**config.mk**
```make
export PLATFORM = sky130hd
export DESIGN_NAME = branch_resolve_unit
export DESIGN_NICKNAME = d
export VERILOG_FILES = /design/src/rtl/brres_pkg.sv /design/src/rtl/brres_classify.sv /design/src/rtl/brres_target_sel.sv /design/src/rtl/brres_sat_counter.sv /design/src/rtl/branch_resolve_unit.sv
export SDC_FILE = /design/constraint.sdc
export NUM_CORES = 1
export LEC_CHECK = 0
export CAP_MARGIN = 20
export CORE_MARGIN = 1
export CORE_UTILIZATION = 35
export CTS_CLUSTER_DIAMETER = 150
export DETAILED_ROUTE_END_ITERATION = 10
export GPL_TIMING_DRIVEN = 0
export PLACE_DENSITY_LB_ADDON = 0.05
export SETUP_SLACK_MARGIN = 0.5
export SLEW_MARGIN = 15
export SYNTH_ARGS = -nofsm -noshare
export SYNTH_HDL_FRONTEND = slang
export SYNTH_HIERARCHICAL = 1
export SYNTH_SLANG_ARGS = --single-unit
export TNS_END_PERCENT = 100
```
**constraint.sdc**
```tcl
create_clock -name clk -period 11.05 [get_ports clk]
set_input_delay 2.21 -clock clk [delete_from_list [all_inputs] [get_ports clk]]
set_output_delay 2.21 -clock clk [all_outputs]
set_load 0.02 [all_outputs]
```
**src/rtl/brres_pkg.sv**
```systemverilog
// Package: shared encodings for the branch resolution unit.
// Assumes: one resolved instruction per cycle, no internal storage beyond output flops.
package brres_pkg;

    // Outcome chosen for one input instruction
    typedef enum logic [2:0] {
        OUT_NONE    = 3'd0,
        OUT_DONE    = 3'd1,
        OUT_SQUASH  = 3'd2,
        OUT_TRAP    = 3'd3,
        OUT_ILLEGAL = 3'd4
    } outcome_e;

    // Where the squash boundary sits relative to the branch
    typedef enum logic {
        CUT_AFTER_SLOT = 1'b0,
        CUT_AT_BRANCH  = 1'b1
    } cut_e;

endpackage

```
**src/rtl/brres_classify.sv**
```systemverilog
// Module: brres_classify
// Purpose: purely combinational decision of the outcome for the current
// input instruction, and of the delay-slot handling on a misprediction.
// Assumes: when both direct and indirect are set, direct takes precedence.
module brres_classify
    import brres_pkg::*;
(
    input  logic     valid,
    input  logic     is_mem,
    input  logic     is_ctrl,
    input  logic     is_direct,
    input  logic     is_indirect,
    input  logic     cond_ds,
    input  logic     pred_taken,
    input  logic     mispred,
    input  logic     fault,
    output outcome_e outcome,
    output cut_e     cut,
    output logic     keep_ds
);

    // Priority decision: memory ops, then control, then plain ALU work
    always_comb begin
        outcome = OUT_NONE;
        cut     = CUT_AFTER_SLOT;
        keep_ds = 1'b0;
        if (!valid) begin
            outcome = OUT_NONE;
        end else if (is_mem) begin
            outcome = OUT_ILLEGAL;
        end else if (is_ctrl) begin
            if (fault) begin
                outcome = OUT_NONE;
            end else if (!mispred) begin
                outcome = OUT_DONE;
            end else if (is_direct) begin
                outcome = OUT_SQUASH;
                if (cond_ds) begin
                    cut     = CUT_AT_BRANCH;
                    keep_ds = !pred_taken;
                end
            end else if (is_indirect) begin
                outcome = OUT_SQUASH;
            end else begin
                outcome = OUT_ILLEGAL;
            end
        end else begin
            if (mispred) begin
                outcome = OUT_ILLEGAL;
            end else if (fault) begin
                outcome = OUT_TRAP;
            end else begin
                outcome = OUT_DONE;
            end
        end
    end

endmodule

```
**src/rtl/brres_target_sel.sv**
```systemverilog
// Module: brres_target_sel
// Purpose: picks the squash boundary and the refetch address from the cut
// position. Assumes sequence numbers wrap modulo 2^SEQ_W.
module brres_target_sel
    import brres_pkg::*;
#(
    parameter int SEQ_W = 16,
    parameter int PC_W  = 32
) (
    input  cut_e              cut,
    input  logic [SEQ_W-1:0]  seq,
    input  logic [PC_W-1:0]   next_pc,
    input  logic [PC_W-1:0]   next2_pc,
    output logic [SEQ_W-1:0]  boundary,
    output logic [PC_W-1:0]   target
);

    localparam logic [SEQ_W-1:0] SEQ_ONE = SEQ_W'(1);

    // Boundary and target selection by cut position
    always_comb begin
        if (cut == CUT_AT_BRANCH) begin
            boundary = seq;
            target   = next_pc;
        end else begin
            boundary = seq + SEQ_ONE;
            target   = next2_pc;
        end
    end

endmodule

```
**src/rtl/brres_sat_counter.sv**
```systemverilog
// Module: brres_sat_counter
// Purpose: W-bit event counter that stops at all-ones.
// Assumes: at most one increment per cycle; synchronous active-low clear.
module brres_sat_counter #(
    parameter int W = 32
) (
    input  logic         clk,
    input  logic         rst_n,
    input  logic         inc,
    output logic [W-1:0] count
);

    localparam logic [W-1:0] TOP = {W{1'b1}};
    localparam logic [W-1:0] ONE = W'(1);

    // Count up on inc unless already at the top value
    always_ff @(posedge clk) begin
        if (!rst_n) begin
            count <= '0;
        end else if (inc && (count != TOP)) begin
            count <= count + ONE;
        end
    end

endmodule

```
**src/rtl/branch_resolve_unit.sv**
```systemverilog
// Module: branch_resolve_unit
// Purpose: resolves one instruction per cycle into done, trap, illegal or a
// squash with redirect, and counts mispredictions by predicted direction.
// Assumes: branch outcome and both candidate PCs are computed upstream;
// every output is registered with one cycle of latency.
module branch_resolve_unit
    import brres_pkg::*;
#(
    parameter int TID_W = 2,
    parameter int SEQ_W = 16,
    parameter int PC_W  = 32,
    parameter int STG_W = 3,
    parameter int CNT_W = 32
) (
    input  logic             clk,
    input  logic             rst_n,
    input  logic             in_valid,
    input  logic [TID_W-1:0] in_tid,
    input  logic [SEQ_W-1:0] in_seq,
    input  logic             in_is_mem,
    input  logic             in_is_ctrl,
    input  logic             in_is_direct,
    input  logic             in_is_indirect,
    input  logic             in_cond_ds,
    input  logic             in_pred_taken,
    input  logic             in_mispred,
    input  logic             in_fault,
    input  logic [PC_W-1:0]  in_next_pc,
    input  logic [PC_W-1:0]  in_next2_pc,
    input  logic [STG_W-1:0] in_stage,
    output logic             sq_valid,
    output logic [TID_W-1:0] sq_tid,
    output logic [SEQ_W-1:0] sq_boundary,
    output logic [PC_W-1:0]  redirect_pc,
    output logic             keep_slot,
    output logic [STG_W-1:0] sq_stage,
    output logic             done,
    output logic             trap,
    output logic [TID_W-1:0] trap_tid,
    output logic             illegal,
    output logic [CNT_W-1:0] cnt_taken_miss,
    output logic [CNT_W-1:0] cnt_ntaken_miss
);

    localparam int NUM_CNT = 2;
    localparam int IDX_TAKEN = 0;
    localparam int IDX_NTAKEN = 1;

    outcome_e         outcome;
    cut_e             cut;
    logic             keep_ds;
    logic [SEQ_W-1:0] boundary_c;
    logic [PC_W-1:0]  target_c;
    logic             is_squash;
    logic [NUM_CNT-1:0] cnt_inc;
    logic [CNT_W-1:0] cnt_val [NUM_CNT];

    brres_classify u_classify (
        .valid       (in_valid),
        .is_mem      (in_is_mem),
        .is_ctrl     (in_is_ctrl),
        .is_direct   (in_is_direct),
        .is_indirect (in_is_indirect),
        .cond_ds     (in_cond_ds),
        .pred_taken  (in_pred_taken),
        .mispred     (in_mispred),
        .fault       (in_fault),
        .outcome     (outcome),
        .cut         (cut),
        .keep_ds     (keep_ds)
    );

    brres_target_sel #(
        .SEQ_W (SEQ_W),
        .PC_W  (PC_W)
    ) u_target (
        .cut      (cut),
        .seq      (in_seq),
        .next_pc  (in_next_pc),
        .next2_pc (in_next2_pc),
        .boundary (boundary_c),
        .target   (target_c)
    );

    // Squash strobe and per-direction increment requests
    always_comb begin
        is_squash           = (outcome == OUT_SQUASH);
        cnt_inc[IDX_TAKEN]  = is_squash && in_pred_taken;
        cnt_inc[IDX_NTAKEN] = is_squash && !in_pred_taken;
    end

    // One saturating counter per predicted direction
    for (genvar g = 0; g < NUM_CNT; g++) begin : g_cnt
        brres_sat_counter #(
            .W (CNT_W)
        ) u_cnt (
            .clk   (clk),
            .rst_n (rst_n),
            .inc   (cnt_inc[g]),
            .count (cnt_val[g])
        );
    end

    assign cnt_taken_miss  = cnt_val[IDX_TAKEN];
    assign cnt_ntaken_miss = cnt_val[IDX_NTAKEN];

    // Output register stage: strobes pulse, data fields zero when unused
    always_ff @(posedge clk) begin
        if (!rst_n) begin
            sq_valid    <= 1'b0;
            sq_tid      <= '0;
            sq_boundary <= '0;
            redirect_pc <= '0;
            keep_slot   <= 1'b0;
            sq_stage    <= '0;
            done        <= 1'b0;
            trap        <= 1'b0;
            trap_tid    <= '0;
            illegal     <= 1'b0;
        end else begin
            sq_valid    <= is_squash;
            sq_tid      <= is_squash ? in_tid : '0;
            sq_boundary <= is_squash ? boundary_c : '0;
            redirect_pc <= is_squash ? target_c : '0;
            keep_slot   <= is_squash && keep_ds;
            sq_stage    <= is_squash ? in_stage : '0;
            done        <= (outcome == OUT_DONE) || is_squash;
            trap        <= (outcome == OUT_TRAP);
            trap_tid    <= (outcome == OUT_TRAP) ? in_tid : '0;
            illegal     <= (outcome == OUT_ILLEGAL);
        end
    end

endmodule

```
# Word-level counts from Yosys, hierarchy flattened
# Cells that the tools add are included.
# Widths: inputs -> output; s select.
# totals
inputBits	96
out_inout_bits	124
elab_cells	55
reg_bits	124
# op_classes
reduce_logical	9
eq_ne	6
n_mux	25
add_sub_neg	3
# op_table
op	count
$add 32x1->32 const B	2
$ne 32x32->1 const B	2
$mux 32	1
$mux 3	8
$add 16x1->16 const B	1
$mux 16	1
$mux 1	14
$eq 3x2->1 const B	2
$logic_and 1x1->1	5
$reduce_and 2->1	2
$eq 3x1->1 const B	1
$eq 3x3->1 const B	1
$mux 2	1
$logic_not 1->1	1
$logic_or 1x1->1	1

# Logic depth before layout (Yosys ltp)
# Gate-level depths: netlist (run 1).
# logic_depth
word_depth	10
depth_mapped	10
ltp_nobuf	9

# Hierarchy
# Netlist (run 1), hierarchy kept.
# by_module_without_submodules
mod	area_per_inst_um2	cells_per_inst	instances
brres_sat_counter	1704.1	200	2
branch_resolve_unit	1680.4	129	1
brres_target_sel	708.2	74	1
brres_classify	88.8	14	1

# Least setup slack after synthesis (run 1)
# OpenSTA, ideal clock, no wires.
# synth_path
path_type	in2reg
from	in in_mispred
to	reg g_cnt[1].u_cnt.count[31]
arrival_ns	5.104
n_path_buf	0
slack_ns	5.876
path_stages	9
setup_time_ns	0.070
path_cell_list	nand2_1 > or3_1 > a21oi_1 > nor4b_1 > nand4_1 > or4_4 > or3_1 > or4_1 > a21oi_1
# synth_via
elab_chain_len	8
# synth_rtl
element	line	text
start, declared	branch_resolve_unit.sv:26	input logic in_mispred,
$mux 3	brres_classify.sv:34	end else if (!mispred) begin
$mux 3	brres_classify.sv:32	if (fault) begin
$mux 3 (*)	brres_classify.sv:31	end else if (is_ctrl) begin
$mux 3 (*)	brres_classify.sv:29	end else if (is_mem) begin
$mux 3 (*)	brres_classify.sv:27	if (!valid) begin
via outcome[1]	branch_resolve_unit.sv:49	outcome_e outcome;
$eq 3x2->1 (*)	branch_resolve_unit.sv:87	is_squash = (outcome == OUT_SQUASH);
$logic_and 1x1->1 (*)	branch_resolve_unit.sv:89	cnt_inc[IDX_NTAKEN] = is_squash && !in_pred_taken;
via cnt_inc[1]	branch_resolve_unit.sv:55	logic [NUM_CNT-1:0] cnt_inc;
$logic_and 1x1->1 (*)	brres_sat_counter.sv:20	end else if (inc && (count != TOP)) begin
end signal, assigned	brres_sat_counter.sv:21	count <= count + ONE;
end, declared	brres_sat_counter.sv:10	output logic [W-1:0] count
# The timed path passes the listed nets; every way through them passes the cells marked *.
# A chain may end at the register's enable or synchronous reset.

# Worst setup path after layout (run 1)
# layout_path
from	in in_is_ctrl
to	reg g_cnt[0].u_cnt.count[31]
# layout_via
elab_chain_len	6
# layout_rtl
element	line	text
start, declared	branch_resolve_unit.sv:21	input logic in_is_ctrl,
$mux 3	brres_classify.sv:31	
$mux 3	brres_classify.sv:29	
$mux 3	brres_classify.sv:27	
via outcome[1]	branch_resolve_unit.sv:49	
$eq 3x2->1	branch_resolve_unit.sv:87	
$logic_and 1x1->1	branch_resolve_unit.sv:88	cnt_inc[IDX_TAKEN] = is_squash && in_pred_taken;
via cnt_inc[0]	branch_resolve_unit.sv:55	
$logic_and 1x1->1	brres_sat_counter.sv:20	
end signal, assigned	brres_sat_counter.sv:21	
end, declared	brres_sat_counter.sv:10	
# The timed path passes the listed nets, and every way through them passes these cells.

==> metrics.cfg, run 1 <==
[timing]
tns_ns = 0
rsz_0062_raised_after_global_routing = no
final.period_utilization_pct = 52.7
setup-violations-final = 0
slew_headroom_pct = 40.5
worst-slew-pin-transition_ns = 0.888
timing.final.crit_period_ns = 5.83
worst_clock_skew_ns = 0.0104
slew_viol_final = 0
final_hold_violating_endpoints = 0
max_clock_freq_mhz = 172

[placement]
port_buffers = 219
hpwl_um = 13700
finalWeightedCongestion = 0.828

[worst_setup_path]
criticalPathCategory = in2reg
r2r-start = g_cnt[1].u_cnt/count[13]
worst_r2r_path_depth = 8
critPathLaunchType = input port
cp_data_required_time_ns = 11.39
worst_case_register_to_register_setup_slack_ns = 8.52
critical_path.endpoint_type = register
worstReg2RegEnd = g_cnt[1].u_cnt/count[17]
critical_path_peak_fanout = 6
worst-endpoint-arrival_ns = 6.17

[layout]
final_cell_mix = sky130_fd_sc_hd__clkdlybuf4s50_1 (219), sky130_fd_sc_hd__dfxtp_1 (124), sky130_fd_sc_hd__and2_1 (60)
postLayoutCoreUtil_pct = 54.4
diodes = 0
most_frequent_standard_cell_in_the_layout_excluding_fill_and_tap_cells = sky130_fd_sc_hd__clkdlybuf4s50_1
layout-drive-gt1-share_pct = 11.5
filler_cell_count = 1498
final_nets = 955
flow.area_growth_from_synthesis_pct = 52.6

[cts]
clock_insertion_delay_worst_skew_ns = 0.42
cts_setup_buffers = 0
clock_tree.htree_level_count = 4
clock_sinks = 124
tritoncts_clock_tree = done
cts_inserted_buffers = 17
clkSlewWorstSetupHoldPaths_ns = 0.06
postCtsResizedCells = 0
holdBufCountCts = 0
max-clock-path-buffers = 2
cts-root-buf = sky130_fd_sc_hd__clkbuf_16

[detailed_routing]
ant_nets = 0
detail_route.first_pass.iterations = 4
routed_wl_um = 18500
drc = 0
via_count = 5657
dr.first_iter.drc_count = 297
wl_per_cell_um = 17.0
route.detailed.vias_per_inst = 5.19

[power]
p_int_w = 0.000861
netSwitchingPower_w = 0.000237
cellPowerDensity_nw_per_um2 = 122
vdd_drop_max_v = 0.000107
power.switching_fraction_pct = 21.6
power.share.clock_pct = 52.5
seqPwrFrac_pct = 41.0
p_comb_share_pct = 6.5
power.static_leakage_nw = 3.09

[die]
i_o_pins = 220
floorplan.die.width_um = 132
rows = 47
placeableCoreArea_um2 = 16500
die_h_um = 132
floorplan.initialDensity_pct = 35.6
floorplan.die_area_um2 = 17300

[hold_path]
worstHoldPathType = reg2reg
timing.hold.worst_path_depth = 2
hold_end = g_cnt[1].u_cnt/count[27]
hp-start = g_cnt[1].u_cnt/count[27]

[global_routing]
number_of_antenna_violations_at_the_first_check_in_global_routing = 0
grt_pass1_vias = 5386
global_route_congestion_overflow_total = 0
grt_pass1_wl_um = 29100
gr-usage-all-layers_pct = 21.5
largest_net_degree_at_the_start_of_global_routing = 17

[synthesis]
dominantRegCellSynth = sky130_fd_sc_hd__dfxtp_1
syn-cell-area_um2 = 5890
netlist_top_cells_area = sky130_fd_sc_hd__dfxtp_1 (42%), sky130_fd_sc_hd__and2_1 (6.4%), sky130_fd_sc_hd__mux2_2 (6.3%)
post_synth_num_cell_types = 52
syn_nets = 716
synth_warnings = 6
count_of_flip_flops_with_a_built_in_enable_after_synthesis = 0
syn_avg_cell_area_um2 = 9.54
post_synth_top_area_cell = sky130_fd_sc_hd__dfxtp_1
asyncSetResetFlopFracSynth_pct = 0
synthDominantCellAreaShare_pct = 42.2
postSynthRegisterBits = 124
postSynthCellCount = 617
ys_seq_area_share_pct = 42.2

[status]
status = complete, no violations

[run]
maxCapViolations = 0

## synthesized netlist by cell type, types with 3 or more instances
library cell and instances:
sky130_fd_sc_hd__nor4bb_1 3, sky130_fd_sc_hd__xnor2_1 19, sky130_fd_sc_hd__o31ai_1 23, sky130_fd_sc_hd__or3_1 11, sky130_fd_sc_hd__o21ai_0 6, sky130_fd_sc_hd__nor2_1 22
sky130_fd_sc_hd__and3_1 8, sky130_fd_sc_hd__nand4_1 18, sky130_fd_sc_hd__mux2i_1 14, sky130_fd_sc_hd__nor4_1 12, sky130_fd_sc_hd__or4_4 4, sky130_fd_sc_hd__nand2b_1 19
sky130_fd_sc_hd__o41ai_1 6, sky130_fd_sc_hd__nand2_1 40, sky130_fd_sc_hd__inv_1 6, sky130_fd_sc_hd__or4_1 22, sky130_fd_sc_hd__and2_1 60, sky130_fd_sc_hd__o311ai_0 4
sky130_fd_sc_hd__clkbuf_1 20, sky130_fd_sc_hd__buf_4 3, sky130_fd_sc_hd__nand3_2 5, sky130_fd_sc_hd__buf_2 5, sky130_fd_sc_hd__nor3_1 6, sky130_fd_sc_hd__and4_1 14
sky130_fd_sc_hd__buf_6 6, sky130_fd_sc_hd__a21oi_1 32, sky130_fd_sc_hd__nand3_1 27, sky130_fd_sc_hd__xor2_1 7, sky130_fd_sc_hd__dfxtp_1 124, sky130_fd_sc_hd__a211oi_1 3
sky130_fd_sc_hd__ha_1 3, sky130_fd_sc_hd__o211ai_1 4, sky130_fd_sc_hd__mux2_2 33
## worst max-delay path by stage
stage	from	to	slack, ns
after floorplan	in_mispred	g_cnt[1].u_cnt/count[31]	5.88
after global placement	in_is_ctrl	g_cnt[1].u_cnt/count[31]	4.53
after detailed placement	in_is_ctrl	g_cnt[0].u_cnt/count[31]	4.55
after CTS	in_is_ctrl	g_cnt[0].u_cnt/count[31]	4.93
after global routing	in_is_ctrl	g_cnt[0].u_cnt/count[31]	4.99
final	in_is_ctrl	g_cnt[0].u_cnt/count[31]	5.22
## worst max-delay path, cell delays in order
cell                              delay [ns]
sky130_fd_sc_hd__clkdlybuf4s50_1        0.53
sky130_fd_sc_hd__nand2_1                0.09
sky130_fd_sc_hd__or3_1                  0.36
sky130_fd_sc_hd__a21oi_1                0.42
sky130_fd_sc_hd__nor4bb_2               0.72
sky130_fd_sc_hd__nand4_1                0.30
sky130_fd_sc_hd__or4_4                  0.57
sky130_fd_sc_hd__or3_1                  0.40
sky130_fd_sc_hd__or4_1                  0.41
sky130_fd_sc_hd__a21oi_1                0.15
## power by group through the flow
stage	Combinational [W]	Clock, W	Sequential [W]
after floorplan	0.0000210	0	0.000462
after detailed placement	0.0000708	0	0.000459
after CTS	0.0000716	0.000591	0.000450
after global routing	0.0000762	0.000612	0.000450
final	0.0000713	0.000577	0.000450
after global placement	0.0000701	0	0.000459
## layer usage
layer | vias up | routed length (um) | track usage, %
met5 | - | 0 | 0
met4 | 0 | 270 | 8.14
met3 | 20 | 1220 | 5.44
met2 | 222 | 8570 | 33.7
met1 | 2649 | 8430 | 28.2
li1 | 2766 | - | -
## sequential cells by signal, summed over array words and instances, names as in the netlist
signal / flops
illegal: 1
sq_valid: 1
trap: 1
sq_boundary: 16
sq_tid: 2
g_cnt.u_cnt/count: 64
done: 1
sq_stage: 3
keep_slot: 1
trap_tid: 2
redirect_pc: 32
## cell type report
| class | count | area [um^2] | share of cell area (%) |
|---|---|---|---|
| Sequential cell | 124 | 2480 | 27.6 |
| Inverter | 6 | 22.5 | 0.251 |
| Buffer | 34 | 190 | 2.12 |
| Clock inverter | 13 | 166 | 1.85 |
| Multi-Input combinational cell | 453 | 3200 | 35.6 |
| Tap cell | 220 | 275 | 3.06 |
| Clock buffer | 19 | 453 | 5.04 |
| Timing Repair Buffer | 220 | 2200 | 24.5 |
## kinds of logic (layout without fill, tap and decap cells)
logic type / after synthesis / in the layout / share of synthesized area, %
flops: 124 / 124 / 42.2
buf+inv: 40 / 292 / 3.61
compound gates: 92 / 92 / 10.8
fa+ha+maj: 3 / 3 / 0.638
simple gates: 285 / 285 / 30.2
mux: 47 / 47 / 8.69
xor+xnor: 26 / 26 / 3.87
## stage by stage
stage | cell area (um^2) | setup slack (ns) | power, W | hold WS (ns) | std cells
after floorplan | 5890 | 5.88 | 0.000483 | 0.549 | 617
after global placement | 8350 | 4.53 | 0.000529 | 0.469 | 1056
after detailed placement | 8360 | 4.55 | 0.000530 | 0.489 | 1057
after CTS | 8980 | 4.93 | 0.00111 | 0.497 | 1089
after global routing | 8980 | 4.99 | 0.00114 | 0.523 | 1089
final | 8980 | 5.22 | 0.00110 | 0.495 | 1089
Note: power is estimated with default switching activity, not from simulation.
==> run 2, diff against run 1 <==
==> constraint.sdc (replaced) <==
create_clock -name clk -period 5.3 [get_ports clk]
set_input_delay 1.06 -clock clk [delete_from_list [all_inputs] [get_ports clk]]
set_output_delay 1.06 -clock clk [all_outputs]
set_load 0.02 [all_outputs]
==> run 2 against run 1 <==
Critical path depth did not move. Die area is the same. Register-to-register slack got worse by 5.8 ns. Total power grew 110%. Sequential cell count is the same. Count of clock-buffer cells in the layout stayed put. Sequential share of layout area about the same. Final area barely moved.
==> metrics.cfg, run 2 (synthesis results as in run 1) <==
[timing]
setup-violations-final = 0  ; unchanged
timing.final.crit_period_ns = 4.53
holdWs_ns = 0.495  ; unchanged
tns_ns = 0  ; unchanged
rsz_0062_raised_after_global_routing = no
slew_viol_final = 0  ; unchanged
final_hold_violating_endpoints = 0  ; unchanged
worst_clock_skew_ns = 0.0104  ; -0.00000400 ns
slew_headroom_pct = 30.3  ; -10 points
final.period_utilization_pct = 85.5
worst-slew-pin-transition_ns = 1.04  ; +0.151 ns
max_clock_freq_mhz = 221

[hold_path]
worstHoldPathType = reg2reg
timing.hold.worst_path_depth = 2  ; unchanged

[global_routing]
gr-usage-all-layers_pct = 21.5  ; unchanged
largest_net_degree_at_the_start_of_global_routing = 17  ; unchanged
grt_pass1_vias = 5386  ; unchanged
number_of_antenna_violations_at_the_first_check_in_global_routing = 0  ; unchanged
grt_pass1_wl_um = 29100  ; about the same
global_route_congestion_overflow_total = 0  ; unchanged

[status]
status = complete, no violations

[worst_setup_path]
criticalPathCategory = in2reg
critical_path_peak_fanout = 6  ; unchanged
worst-endpoint-arrival_ns = 4.88  ; -1.29 ns
worst_r2r_path_depth = 8  ; unchanged
critPathLaunchType = input port
critical_path.endpoint_type = register
cp_data_required_time_ns = 5.65  ; -5.74 ns

[layout]
flip_flop_count_of_the_largest_register_all_copies_and_words_added = 64  ; unchanged
layout-drive-gt1-share_pct = 11.5  ; unchanged
regMostFlops = g_cnt.u_cnt/count
flow.area_growth_from_synthesis_pct = 52.8  ; about the same
design_area_um2 = 8990  ; about the same
filler_cell_count = 1498  ; unchanged
final_cell_mix = sky130_fd_sc_hd__clkdlybuf4s50_1 (219), sky130_fd_sc_hd__dfxtp_1 (124), sky130_fd_sc_hd__and2_1 (60)
stdcell_count = 1089  ; unchanged
final_nets = 955  ; unchanged
most_frequent_standard_cell_in_the_layout_excluding_fill_and_tap_cells = sky130_fd_sc_hd__clkdlybuf4s50_1
diodes = 0  ; unchanged
reg.largest.list = g_cnt.u_cnt/count (64), redirect_pc (32), sq_boundary (16)

[detailed_routing]
routed_wl_um = 18500  ; about the same
via_count = 5660  ; +0.053%
drc = 0  ; unchanged
dr.first_iter.drc_count = 315  ; +6.1%
ant_nets = 0  ; unchanged
route.detailed.vias_per_inst = 5.20  ; about the same
detail_route.first_pass.iterations = 4  ; unchanged
wl_per_cell_um = 17.0  ; about the same

[cts]
tritoncts_clock_tree = done
clock_sinks = 124  ; unchanged
clock_insertion_delay_worst_skew_ns = 0.42  ; about the same
max-clock-path-buffers = 2  ; unchanged
clkSlewWorstSetupHoldPaths_ns = 0.06  ; about the same
cts_inserted_buffers = 17  ; unchanged
cts-root-buf = sky130_fd_sc_hd__clkbuf_16
cts_setup_buffers = 0  ; unchanged
holdBufCountCts = 0  ; unchanged
clock_tree.htree_level_count = 4  ; unchanged

[placement]
hpwl_um = 13700  ; unchanged
placed_area_um2 = 8360  ; unchanged
finalWeightedCongestion = 0.828  ; unchanged
port_buffers = 219  ; unchanged
dpl_cells = 1057  ; unchanged

[die]
die_h_um = 132  ; unchanged
floorplan.die_area_um2 = 17300  ; unchanged
i_o_pins = 220  ; unchanged
floorplan.initialDensity_pct = 35.6  ; unchanged
placeableCoreArea_um2 = 16500  ; unchanged
floorplan.die.width_um = 132  ; unchanged
rows = 47  ; unchanged

[power]
power.static_leakage_nw = 3.09  ; about the same
vdd_drop_max_v = 0.000224  ; +110%
cellPowerDensity_nw_per_um2 = 255  ; +110%

[run]
maxCapViolations = 0  ; unchanged

-- run 2: final timing paths --
kind / startpoint / slack, ns / endpoint
min reg2reg: g_cnt[1].u_cnt/count[27] / 0.50 / g_cnt[1].u_cnt/count[27]
min: g_cnt[1].u_cnt/count[27] / 0.50 / g_cnt[1].u_cnt/count[27]
max reg2reg: g_cnt[1].u_cnt/count[13] / 2.77 / g_cnt[1].u_cnt/count[17]
max: in_mispred / 0.77 / g_cnt[1].u_cnt/count[31]
-- run 2: power breakdown --
group / internal, W / leakage, nW / switching [W]
Combinational: 0.0000938 / 1.81 / 0.0000555
Sequential: 0.000936 / 0.999 / 0.00000126
Clock: 0.000765 / 0.284 / 0.000437
-- run 2: critical path, stage by stage --
cell and delay (ns):
sky130_fd_sc_hd__clkdlybuf4s50_1 0.53, sky130_fd_sc_hd__nand2_1 0.09, sky130_fd_sc_hd__or3_1 0.35, sky130_fd_sc_hd__a21oi_1 0.43
sky130_fd_sc_hd__nor4b_1 0.62, sky130_fd_sc_hd__nand4_1 0.28, sky130_fd_sc_hd__or4_4 0.57, sky130_fd_sc_hd__or3_1 0.40
sky130_fd_sc_hd__or4_1 0.40, sky130_fd_sc_hd__a21oi_1 0.14
-- run 2: metal layers --
layer | global-route usage [%] | wire (um) | vias up
li1 | - | - | 2766
met1 | 28.2 | 8400 | 2650
met2 | 33.7 | 8570 | 224
met3 | 5.44 | 1250 | 20
met4 | 8.14 | 270 | 0
met5 | 0 | 0 | -
-- run 2: area by class of cell --
type                       instances  area (um^2)  area share (%)
buffer                            34          190            2.11
clock buffer                      19          453            5.04
clock inverter                    13          166            1.85
inverter                           6         22.5           0.250
multi-input combinational        453         3210            35.6
sequential                       124         2480            27.6
tap                              220          275            3.06
timing repair buffer             220         2200            24.4
-- run 2: what timing repair did --
item	4_1_cts	5_1_grt
gates resized for setup	1	1
cloned	0	0
endpoints found under the setup margin	1	1
-- run 2: metrics by stage --
step           power (W)  util (%)  setup slack (ns)
2_1_floorplan    0.00101         -              1.28
3_3_place_gp     0.00110      50.5           -0.0662
5_1_grt          0.00237      54.4             0.563
4_1_cts          0.00232      54.4             0.664
3_5_place_dp     0.00111      50.6           -0.0529
6_report         0.00229      54.4             0.769
